**src/rtl/lpddr2_init_pkg.sv**
```systemverilog
package lpddr2_init_pkg;

  typedef enum logic [1:0] {
    OP_NOP    = 2'b00,
    OP_MRW    = 2'b01,
    OP_NORMAL = 2'b10
  } cmd_op_e;

  typedef enum logic [1:0] {
    WAIT_NONE  = 2'b00,
    WAIT_GAP   = 2'b01,
    WAIT_PWRUP = 2'b10,
    WAIT_INIT5 = 2'b11
  } wait_sel_e;

  localparam logic [1:0] ZQ_NONE  = 2'b00;
  localparam logic [1:0] ZQ_INIT  = 2'b01;
  localparam logic [1:0] ZQ_LONG  = 2'b10;
  localparam logic [1:0] ZQ_SHORT = 2'b11;

  localparam int unsigned N_STEPS = 9;
  localparam int unsigned STEP_W  = $clog2(N_STEPS + 1);

endpackage

```
**src/rtl/init_step_rom.sv**
```systemverilog
module init_step_rom
  import lpddr2_init_pkg::*;
(
  input  logic [STEP_W-1:0] step,
  output cmd_op_e           op,
  output logic [5:0]        mr_addr,
  output wait_sel_e         wait_sel,
  output logic              is_zq,
  output logic              is_last
);

  always_comb begin
    op       = OP_NOP;
    mr_addr  = 6'd0;
    wait_sel = WAIT_NONE;
    is_zq    = 1'b0;
    is_last  = 1'b0;
    case (step)
      4'd0: wait_sel = WAIT_GAP;
      4'd1: wait_sel = WAIT_PWRUP;
      4'd2: begin op = OP_MRW; mr_addr = 6'd63; wait_sel = WAIT_INIT5; end
      4'd3: begin op = OP_MRW; mr_addr = 6'd10; is_zq = 1'b1; end
      4'd4: begin op = OP_MRW; mr_addr = 6'd1; end
      4'd5: begin op = OP_MRW; mr_addr = 6'd2; end
      4'd6: begin op = OP_MRW; mr_addr = 6'd3; end
      4'd7: begin op = OP_MRW; mr_addr = 6'd16; end
      4'd8: begin op = OP_NORMAL; is_last = 1'b1; end
      default: ;
    endcase
  end

endmodule

```
**src/rtl/init_gap_timer.sv**
```systemverilog
module init_gap_timer #(
  parameter int unsigned CW = 16
) (
  input  logic          clk,
  input  logic          rst,
  input  logic          load,
  input  logic [CW-1:0] load_val,
  output logic          expired
);

  logic [CW-1:0] cnt;

  always_ff @(posedge clk) begin
    if (rst)
      cnt <= '0;
    else if (load)
      cnt <= load_val;
    else if (cnt != '0)
      cnt <= cnt - 1'b1;
  end

  assign expired = (cnt == '0);

endmodule

```
**src/rtl/lpddr2_init_seq.sv**
```systemverilog
module lpddr2_init_seq
  import lpddr2_init_pkg::*;
#(
  parameter int unsigned GAP_CYC   = 20,
  parameter int unsigned PWRUP_CYC = 40000,
  parameter int unsigned INIT5_CYC = 2000
) (
  input  logic       clk,
  input  logic       rst,
  input  logic       start,
  output logic       cmd_valid,
  input  logic       cmd_ready,
  output logic [1:0] cmd_op,
  output logic [5:0] cmd_mr_addr,
  output logic [1:0] zq_type,
  output logic       rtr_load,
  output logic       done
);

  localparam int unsigned MAX_AB = (GAP_CYC > PWRUP_CYC) ? GAP_CYC : PWRUP_CYC;
  localparam int unsigned MAX_W  = (MAX_AB > INIT5_CYC) ? MAX_AB : INIT5_CYC;
  localparam int unsigned CW     = (MAX_W < 2) ? 1 : $clog2(MAX_W + 1);

  typedef enum logic [2:0] {S_IDLE, S_ISSUE, S_WAIT, S_LOAD, S_DONE} state_e;

  state_e            state;
  logic [STEP_W-1:0] step;
  logic [CW-1:0]     cur_wait;
  logic              cur_zq;
  logic              cur_last;
  logic              tmr_load;
  logic [CW-1:0]     tmr_val;
  logic              tmr_expired;
  logic              accept;
  logic              launch;

  cmd_op_e   rom_op;
  logic [5:0] rom_addr;
  wait_sel_e rom_wait;
  logic      rom_zq;
  logic      rom_last;
  logic [CW-1:0] rom_wait_cyc;

  init_step_rom u_rom (
    .step     (step),
    .op       (rom_op),
    .mr_addr  (rom_addr),
    .wait_sel (rom_wait),
    .is_zq    (rom_zq),
    .is_last  (rom_last)
  );

  always_comb begin
    case (rom_wait)
      WAIT_GAP:   rom_wait_cyc = CW'(GAP_CYC);
      WAIT_PWRUP: rom_wait_cyc = CW'(PWRUP_CYC);
      WAIT_INIT5: rom_wait_cyc = CW'(INIT5_CYC);
      default:    rom_wait_cyc = '0;
    endcase
  end

  assign accept   = (state == S_ISSUE) && cmd_valid && cmd_ready;
  assign tmr_load = accept && !cur_last && (cur_wait != '0);
  assign tmr_val  = cur_wait - 1'b1;
  assign launch   = ((state == S_IDLE) && start) ||
                    (accept && !cur_last && (cur_wait == '0)) ||
                    ((state == S_WAIT) && tmr_expired);

  init_gap_timer #(.CW(CW)) u_timer (
    .clk      (clk),
    .rst      (rst),
    .load     (tmr_load),
    .load_val (tmr_val),
    .expired  (tmr_expired)
  );

  always_ff @(posedge clk) begin
    if (rst) begin
      state       <= S_IDLE;
      step        <= '0;
      cmd_valid   <= 1'b0;
      cmd_op      <= OP_NOP;
      cmd_mr_addr <= '0;
      cur_wait    <= '0;
      cur_zq      <= 1'b0;
      cur_last    <= 1'b0;
      zq_type     <= ZQ_NONE;
      rtr_load    <= 1'b0;
      done        <= 1'b0;
    end else begin
      if (launch) begin
        state       <= S_ISSUE;
        cmd_valid   <= 1'b1;
        cmd_op      <= rom_op;
        cmd_mr_addr <= rom_addr;
        cur_wait    <= rom_wait_cyc;
        cur_zq      <= rom_zq;
        cur_last    <= rom_last;
        step        <= step + 1'b1;
      end
      if ((state == S_IDLE) && start)
        zq_type <= ZQ_INIT;
      if (accept && cur_zq)
        zq_type <= ZQ_SHORT;
      if (accept && cur_last) begin
        state     <= S_LOAD;
        cmd_valid <= 1'b0;
        rtr_load  <= 1'b1;
      end else if (accept && (cur_wait != '0)) begin
        state     <= S_WAIT;
        cmd_valid <= 1'b0;
      end
      if (state == S_LOAD) begin
        rtr_load <= 1'b0;
        done     <= 1'b1;
        state    <= S_DONE;
      end
    end
  end


  hold_until_ready_chk: assert property (@(posedge clk) disable iff (rst)
    (cmd_valid && !cmd_ready) |=> (cmd_valid && $stable(cmd_op) && $stable(cmd_mr_addr)));


  zq_during_cal_chk: assert property (@(posedge clk) disable iff (rst)
    (cmd_valid && cmd_op == OP_MRW && cmd_mr_addr == 6'd10) |-> (zq_type == ZQ_INIT));


  zq_never_long_chk: assert property (@(posedge clk) disable iff (rst)
    zq_type != ZQ_LONG);


  rtr_pulse_chk: assert property (@(posedge clk) disable iff (rst)
    rtr_load |=> (!rtr_load && done));


  done_sticky_chk: assert property (@(posedge clk) disable iff (rst)
    done |=> done);


  quiet_when_done_chk: assert property (@(posedge clk) disable iff (rst)
    done |-> !cmd_valid);

endmodule

```
**config.mk**
```make
export PLATFORM = sky130hd
export DESIGN_NAME = lpddr2_init_seq
export DESIGN_NICKNAME = d
export VERILOG_FILES = /design/src/rtl/lpddr2_init_pkg.sv /design/src/rtl/init_step_rom.sv /design/src/rtl/init_gap_timer.sv /design/src/rtl/lpddr2_init_seq.sv
export SDC_FILE = /design/constraint.sdc
export NUM_CORES = 1
export LEC_CHECK = 0
export BUFFER_PORTS_ARGS = -buffer_cell sky130_fd_sc_hd__buf_2
export CAP_MARGIN = 20
export CORE_UTILIZATION = 26
export CTS_CLUSTER_DIAMETER = 60
export DETAILED_ROUTE_END_ITERATION = 16
export GPL_ROUTABILITY_DRIVEN = 1
export GPL_TIMING_DRIVEN = 0
export PLACE_DENSITY = 0.52
export SLEW_MARGIN = 0
export SYNTH_ARGS = -nofsm -noshare
export SYNTH_HDL_FRONTEND = slang
export SYNTH_SLANG_ARGS = --single-unit
```
**constraint.sdc**
```tcl
create_clock -name clk -period 3.15 [get_ports clk]
set_input_delay 0.1575 -clock clk [delete_from_list [all_inputs] [get_ports clk]]
set_output_delay 0.1575 -clock clk [all_outputs]
set_load 0.01 [all_outputs]
```
==> results of run 1 <==
metrics by stage:
stage | cell area, µm² | util (%)
finish | 2610 | 31.1
global route | 2610 | 31.1
CTS | 2590 | 30.9
detailed placement | 2500 | 29.8
global placement | 2500 | 29.8
floorplan | 2290 | -
flip-flops by register name (all words and copies together) (netlist names):
| name | cells |
|---|---|
| u_timer.cnt | 16 |
| cmd_mr_addr | 5 |
| cur_wait | 5 |
| step | 4 |
| state | 3 |
| cmd_op | 2 |
| zq_type | 2 |
| cmd_valid | 1 |
| cur_last | 1 |
| cur_zq | 1 |
| done | 1 |
| rtr_load | 1 |
cell usage in the layout (no fill, tap or decap), drive strengths merged, types with 5 or more instances in the layout:
cell    count
dfxtp      42
o21ai      27
a21oi      24
nor2       24
buf        24
nor3       22
clkbuf     17
nand2      16
nand3      15
nand4b      7
inv         6
nand2b      6
xor2        6
nor2b       5
a211oi      5
ha          5
routing by layer:
metal / track usage [%] / wire length [µm] / up-vias / share of wire, %
met5: 0 / 0 / - / 0
met4: 1.87 / 19 / 0 / 0.32
met3: 2.37 / 200 / 2 / 3.4
met2: 22.1 / 2720 / 34 / 46
met1: 19.4 / 3010 / 1016 / 51
li1: - / - / 1076 / -
kinds of logic after synthesis:
| kind of cell | after synthesis | synth area share [%] |
|---|---|---|
| multiplexers | 3 | 1.31 |
| adder cells (fa/ha/maj) | 5 | 2.73 |
| buffers and inverters | 25 | 5.03 |
| AO/OA/AOI/OAI | 71 | 18.8 |
| flip-flops | 42 | 36.7 |
| AND/OR/NAND/NOR | 129 | 32.8 |
| XOR/XNOR | 7 | 2.68 |
power by group:
| group | switching (W) | leakage, nW | internal (W) | total (W) |
|---|---|---|---|---|
| clock | 0.000188 | 0.0482 | 0.000177 | 0.000365 |
| sequential | 0.0000960 | 0.343 | 0.000623 | 0.000719 |
| combinational | 0.000459 | 0.605 | 0.000351 | 0.000810 |
| total | 0.000742 | 0.995 | 0.00115 | 0.00189 |
final timing paths:
kind | start | cells after the start | to
max | state[1] | 11 | u_timer.cnt[14]
min | rst | 4 | step[3]
max reg2reg | state[1] | 11 | u_timer.cnt[14]
min reg2reg | rtr_load | 1 | rtr_load
final cells by class:
class	count	area [µm²]
clock inverter	1	5.00
clock buffer	7	86.3
inverter	6	22.5
timing repair buffer	16	80.1
sequential	42	841
fill	908	5770
tap	105	131
multi-input combinational	215	1350
buffer	18	91.3
repair_timing:
action                                  CTS  global route
resized for setup                         2             4
pin swaps                                 0             1
hold endpoints to repair                  0             0
endpoints found under the setup margin    4             4
tightest hold or removal path, cell delays in order:
cell and delay, ns:
buf_2 0.09, nor2b_1 0.05, or4b_2 0.19, nand3_1 0.06
==> results.py, run 1 <==
metrics = {
    "synthesis": {
        "synth_top_cell_by_area": "dfxtp_1",
        "synthesis.area_mm2": 0.00229,
        "yosys_warnings": 0,
        "synth_edf_count": 0,
        "ys_seq_area_share_pct": 36.7,
        "avgSynthCellArea_um2": 8.12,
        "synth_common_cells": "dfxtp_1 (42), o21ai_0 (27), a21oi_1 (24)",
        "yosysMostFrequentCell": "dfxtp_1",
        "ys_async_sr_fraction_pct": 0,
        "yosysUniqueCellTypes": 54,
        "synthesis.nets": 291,
        "netlist_instances": 282,
        "synth_top_area_share_pct": 36.7,
        "synth-main-ff-cell": "dfxtp_1",
        "ys_ff_latch": 42,
        "synth_area_leaders": "dfxtp_1 (37%), o21ai_0 (5.9%), a21oi_1 (5.2%)",
    },
    "global_routing": {
        "grt_pass1_wl_mm": 9.85,
        "grt_overflow": 0,
        "antenna_found_initial": 0,
        "grt_pass1_vias": 1930,
        "track_usage_pct": 13.7,
        "grt_max_degree": 13,
    },
    "timing": {
        "final-setup-viol-count": 0,
        "finalWorstSetupSlack_ns": 0.214,
        "worst_pin_slew_ns": 0.853,
        "rsz0062_at_grt": "no",
        "worst_hold_slack_ns": 0.303,
        "finalMaxSlewViolations": 0,
        "post-route-min-period_ns": 2.94,
        "relSlewSlack_pct": 42.7,
        "hold_violations": 0,
        "fmax_mhz": 341,
        "fin_skew_ns": 0.00856,
        "finalCritPeriodShare_pct": 93.2,
        "setup_tns_ns": 0,
    },
    "routing": {
        "first_pass_iters": 4,
        "drc": 0,
        "drt-total-wl_mm": 5.95,
        "viasPerCell": 5.19,
        "drt-initial-drc-count": 109,
        "vias": 2128,
        "post_drt_wl_per_cell_um": 14.5,
        "antenna_left": 0,
    },
    "place": {
        "gp_congestion": 0.799,
        "port_buffers": 16,
        "post-place-cells": 403,
        "hpwl_mm": 4.21,
        "post-place-ws_ns": -0.0216,
    },
    "pwr": {
        "max-vdd-ir-drop_mv": 0.284,
        "power_density_mw_per_mm2": 726,
        "fin_total_pwr_w": 0.00189,
        "leakage_nw": 0.995,
    },
    "die": {
        "die_area_mm2": 0.00918,
        "dieHeight_um": 95.8,
        "top_level_ports": 17,
        "die_x_um": 95.8,
        "rows": 33,
        "initial_utilization_pct": 27.3,
        "core_area_mm2": 0.00838,
    },
    "setup_path": {
        "cp_max_fo": 10,
        "critPathLaunchType": "register",
        "slowest_delay_ns": 0.54,
        "cpLargestDelayFamily": "simple AND/OR/NAND/NOR gates",
        "arrival_ns": 3.15,
        "path_cells": "and4bb_2 > and3_1 > o21ai_1 > buf_4 > nand2_1 > ha_2 > or3b_2 > nor2_1 > o311ai_0 > xor2_1 > nor3_1",
        "cp-end-kind": "register",
        "path_class": "register to register",
        "reg2reg_slack_ns": 0.21,
        "cp_slowest_cell": "or3b_2",
        "required_ns": 3.37,
        "worst-path-buf-inv": 1,
    },
    "clock_network": {
        "cts_tree": "yes",
        "postCtsSetupRepairBufs": 0,
        "postCtsHoldBufs": 0,
        "cts_buffers": 5,
        "cts_sinks": 42,
        "h-tree-depth": 2,
        "cts.clk_slew.worst_paths_ns": 0.08,
        "clock_path_buffers": 2,
        "clk-insertion-delay-late_ns": 0.29,
        "cts-root-buf": "clkbuf_8",
    },
    "cells_and_area": {
        "n_antenna_cell": 0,
        "nets": 313,
        "syn_to_final_growth_pct": 14.0,
        "drive_above_1_share_pct": 13.4,
        "stdcell_count": 410,
    },
    "min_path": {
        "hp-class": "input pin to register",
    },
    "flow_run": {
        "drv_cap": 0,
    },
    "run_status": {
        "run_status": "complete, no violations",
    },
}
Note: power is estimated with default switching activity, not from simulation.
==> run 2: changes to the inputs <==
--- a/config.mk
+++ b/config.mk
@@ -9,11 +9,13 @@
 export CAP_MARGIN = 20
 export CORE_UTILIZATION = 26
 export CTS_CLUSTER_DIAMETER = 60
+export CTS_CLUSTER_SIZE = 40
 export DETAILED_ROUTE_END_ITERATION = 16
 export GPL_ROUTABILITY_DRIVEN = 1
 export GPL_TIMING_DRIVEN = 0
 export PLACE_DENSITY = 0.52
-export SLEW_MARGIN = 0
+export SLEW_MARGIN = 20
 export SYNTH_ARGS = -nofsm -noshare
 export SYNTH_HDL_FRONTEND = slang
+export SYNTH_HIERARCHICAL = 1
 export SYNTH_SLANG_ARGS = --single-unit
==> run 2 against run 1 <==
Against the previous run: count of clock-buffer cells in the layout decreased by 2; critical path depth is 2 lower; flip-flop and latch count rose by 1; combinational power grew 8.8%; largest cell class unchanged.
==> results.py, run 2 <==
metrics = {
    "run_status": {
        "run_status": "complete, no violations",
    },
    "routing": {
        "vias": 2115,
        "viasPerCell": 5.00,
        "drt-total-wl_mm": 5.55,
        "post_drt_wl_per_cell_um": 13.1,
        "antenna_left": 0,
        "drt-initial-drc-count": 76,
        "first_pass_iters": 6,
        "drc": 0,
    },
    "place": {
        "post-place-cells": 416,
        "place_area_mm2": 0.00259,
        "port_buffers": 16,
        "gp_congestion": 0.795,
        "hpwl_mm": 4.01,
    },
    "pwr": {
        "clock_power_share_pct": 20.8,
        "switching_power_w": 0.000781,
        "power.internal_w": 0.00126,
        "sw_frac_of_total_pct": 38.2,
        "max-vdd-ir-drop_mv": 0.269,
        "seq_power_share_pct": 36.1,
        "fin_total_pwr_w": 0.00204,
        "pwr-share-comb_pct": 43.1,
        "power_density_mw_per_mm2": 746,
        "leakage_nw": 1.01,
    },
    "synthesis": {
        "ys_async_sr_fraction_pct": 0,
        "synthesis.area_mm2": 0.00237,
        "synth-main-ff-cell": "dfxtp_1",
        "yosysUniqueCellTypes": 61,
        "yosysMostFrequentCell": "dfxtp_1",
        "synth_area_leaders": "dfxtp_1 (36%), a21oi_1 (5.7%), o21ai_0 (5.1%)",
        "synth_top_area_share_pct": 36.3,
        "ys_seq_area_share_pct": 36.3,
        "ys_ff_latch": 43,
        "synth_common_cells": "dfxtp_1 (43), a21oi_1 (27), o21ai_0 (24)",
        "avgSynthCellArea_um2": 8.15,
        "synth_edf_count": 0,
        "yosys_warnings": 6,
        "netlist_instances": 291,
        "synth_top_cell_by_area": "dfxtp_1",
    },
    "cells_and_area": {
        "final_util_pct": 31.3,
        "fill_cells": 941,
        "n_antenna_cell": 0,
        "layout_common_cells": "dfxtp_1 (43), a21oi_1 (27), o21ai_0 (24)",
        "regMostFlops": "u_timer/cnt",
        "layout_commonest_cell": "dfxtp_1",
        "largest_reg_flops": 16,
        "drive_above_1_share_pct": 18.4,
        "reg.largest.list": "u_timer/cnt (16), cmd_mr_addr (6), cur_wait (5)",
        "syn_to_final_growth_pct": 15.5,
        "nets": 323,
        "stdcell_count": 423,
        "fin_area_mm2": 0.00274,
    },
    "setup_path": {
        "path_class": "register to register",
        "required_ns": 3.33,
        "slowest_delay_ns": 0.59,
        "r2r_start": "u_timer/cnt[0]",
        "cpLargestDelayFamily": "simple AND/OR/NAND/NOR gates",
        "cp-end-kind": "register",
        "path_cells": "inv_1 > ha_1 > or3b_4 > or4_4 > nor2_4 > nand2_1 > a211o_4 > a21oi_2 > mux2_1",
        "critPathLaunchType": "register",
        "rr_worst_depth": 9,
        "worst-path-buf-inv": 1,
        "r2r-end": "step[3]",
        "arrival_ns": 3.08,
        "cp_max_fo": 5,
        "reg2reg_slack_ns": 0.25,
        "cp_slowest_cell": "or4_4",
    },
    "min_path": {
        "hold_depth": 5,
        "hold_end": "u_timer/cnt[13]",
        "hold_start": "rst",
        "hp-class": "input pin to register",
    },
    "timing": {
        "relSlewSlack_pct": 32.6,
        "rsz0062_at_grt": "no",
        "post-route-min-period_ns": 2.90,
        "worst_pin_slew_ns": 1.00,
        "finalMaxSlewViolations": 0,
        "fmax_mhz": 345,
        "hold_violations": 0,
        "fin_skew_ns": 0.00662,
        "finalCritPeriodShare_pct": 92.1,
        "final-setup-viol-count": 0,
    },
    "global_routing": {
        "grt_pass1_wl_mm": 9.77,
        "grt_pass1_vias": 2079,
        "grt_overflow": 0,
        "antenna_found_initial": 0,
        "grt_max_degree": 14,
        "track_usage_pct": 12.3,
    },
    "clock_network": {
        "cts-root-buf": "clkbuf_8",
        "cts.clk_slew.worst_paths_ns": 0.08,
        "cts_sinks": 43,
        "cts_buffers": 5,
        "clk-insertion-delay-late_ns": 0.29,
        "clock_path_buffers": 2,
        "h-tree-depth": 2,
        "cts_tree": "yes",
    },
    "die": {
        "rows": 34,
        "die_area_mm2": 0.00951,
        "initial_utilization_pct": 27.1,
        "die_x_um": 97.5,
        "core_area_mm2": 0.00876,
        "top_level_ports": 17,
        "dieHeight_um": 97.5,
    },
    "flow_run": {
        "drv_cap": 0,
    },
}
## run 2: cells by family after synthesis
logic type               count (synthesis)  share of synthesized area, %
other                                    1                         0.158
buffers and inverters                   31                          6.01
flip-flops                              43                          36.3
XOR/XNOR                                13                          4.80
AO/OA/AOI/OAI                           78                          19.9
multiplexers                             3                          1.37
adder cells (fa/ha/maj)                  4                          2.11
AND/OR/NAND/NOR                        118                          29.4
## run 2: metrics by stage
step                worst slack, ns  hold WS (ns)  TNS (ns)
finish                        0.250         0.397         0
global route                 0.0900         0.437         0
CTS                         -0.0119         0.361   -0.0119
detailed placement           -0.327         0.453     -4.50
global placement             -0.275         0.452     -4.22
floorplan                     0.297         0.444         0
## run 2: worst reg2reg max path: cells and delay by family, from the launching register on
| kind | cells | cell delay [ns] |
|---|---|---|
| AND/OR/NAND/NOR | 4 | 1.30 |
| AO/OA/AOI/OAI | 2 | 0.54 |
| flip-flops | 1 | 0.34 |
| multiplexers | 1 | 0.32 |
| adder cells (fa/ha/maj) | 1 | 0.20 |
| buffers and inverters | 1 | 0.08 |
## run 2: cell type report
type | count | area [µm²] | area share, %
well taps | 108 | 135 | 4.93
repair buffers | 17 | 87.6 | 3.20
multi-input cells | 218 | 1400 | 51.3
clock inverters | 2 | 37.5 | 1.37
inverters | 10 | 37.5 | 1.37
flip-flops and latches | 43 | 861 | 31.4
clock buffers | 5 | 68.8 | 2.51
plain buffers | 20 | 108 | 3.93
## run 2: layer usage
layer,wire [µm],up-vias,global-route usage (%)
li1,-,1090,-
met1,2780,990,15.6
met2,2510,28,20.7
met3,189,7,2.73
met4,69,0,3.96
met5,0,-,0
## run 2: power groups by stage
stage	registers, W	logic [W]	clock network (W)
after CTS	0.000736	0.000862	0.000446
after global routing	0.000756	0.000984	0.000459
after global placement	0.000745	0.000840	0
after floorplan	0.000724	0.000695	0
final	0.000737	0.000881	0.000424
after detailed placement	0.000747	0.000847	0
## run 2: worst max path at each step
stage | from | end | slack (ns) | cells after the start
after floorplan | u_timer/cnt[0] | step[3] | 0.30 | 10
final | u_timer/cnt[0] | step[3] | 0.25 | 9
after CTS | u_timer/cnt[0] | step[3] | -0.01 | 9
after detailed placement | u_timer/cnt[0] | cur_wait[12] | -0.33 | 10
after global placement | u_timer/cnt[0] | cur_wait[12] | -0.28 | 10
after global routing | state[0] | u_timer/cnt[13] | 0.09 | 8
## run 2: timing repair
| item | in CTS | in global routing |
|---|---|---|
| setup buffers | 0 | 1 |
| setup endpoints to repair | 22 | 18 |
| hold buffers | 0 | 0 |
| pin swaps | 0 | 2 |
| gates resized for setup | 7 | 7 |
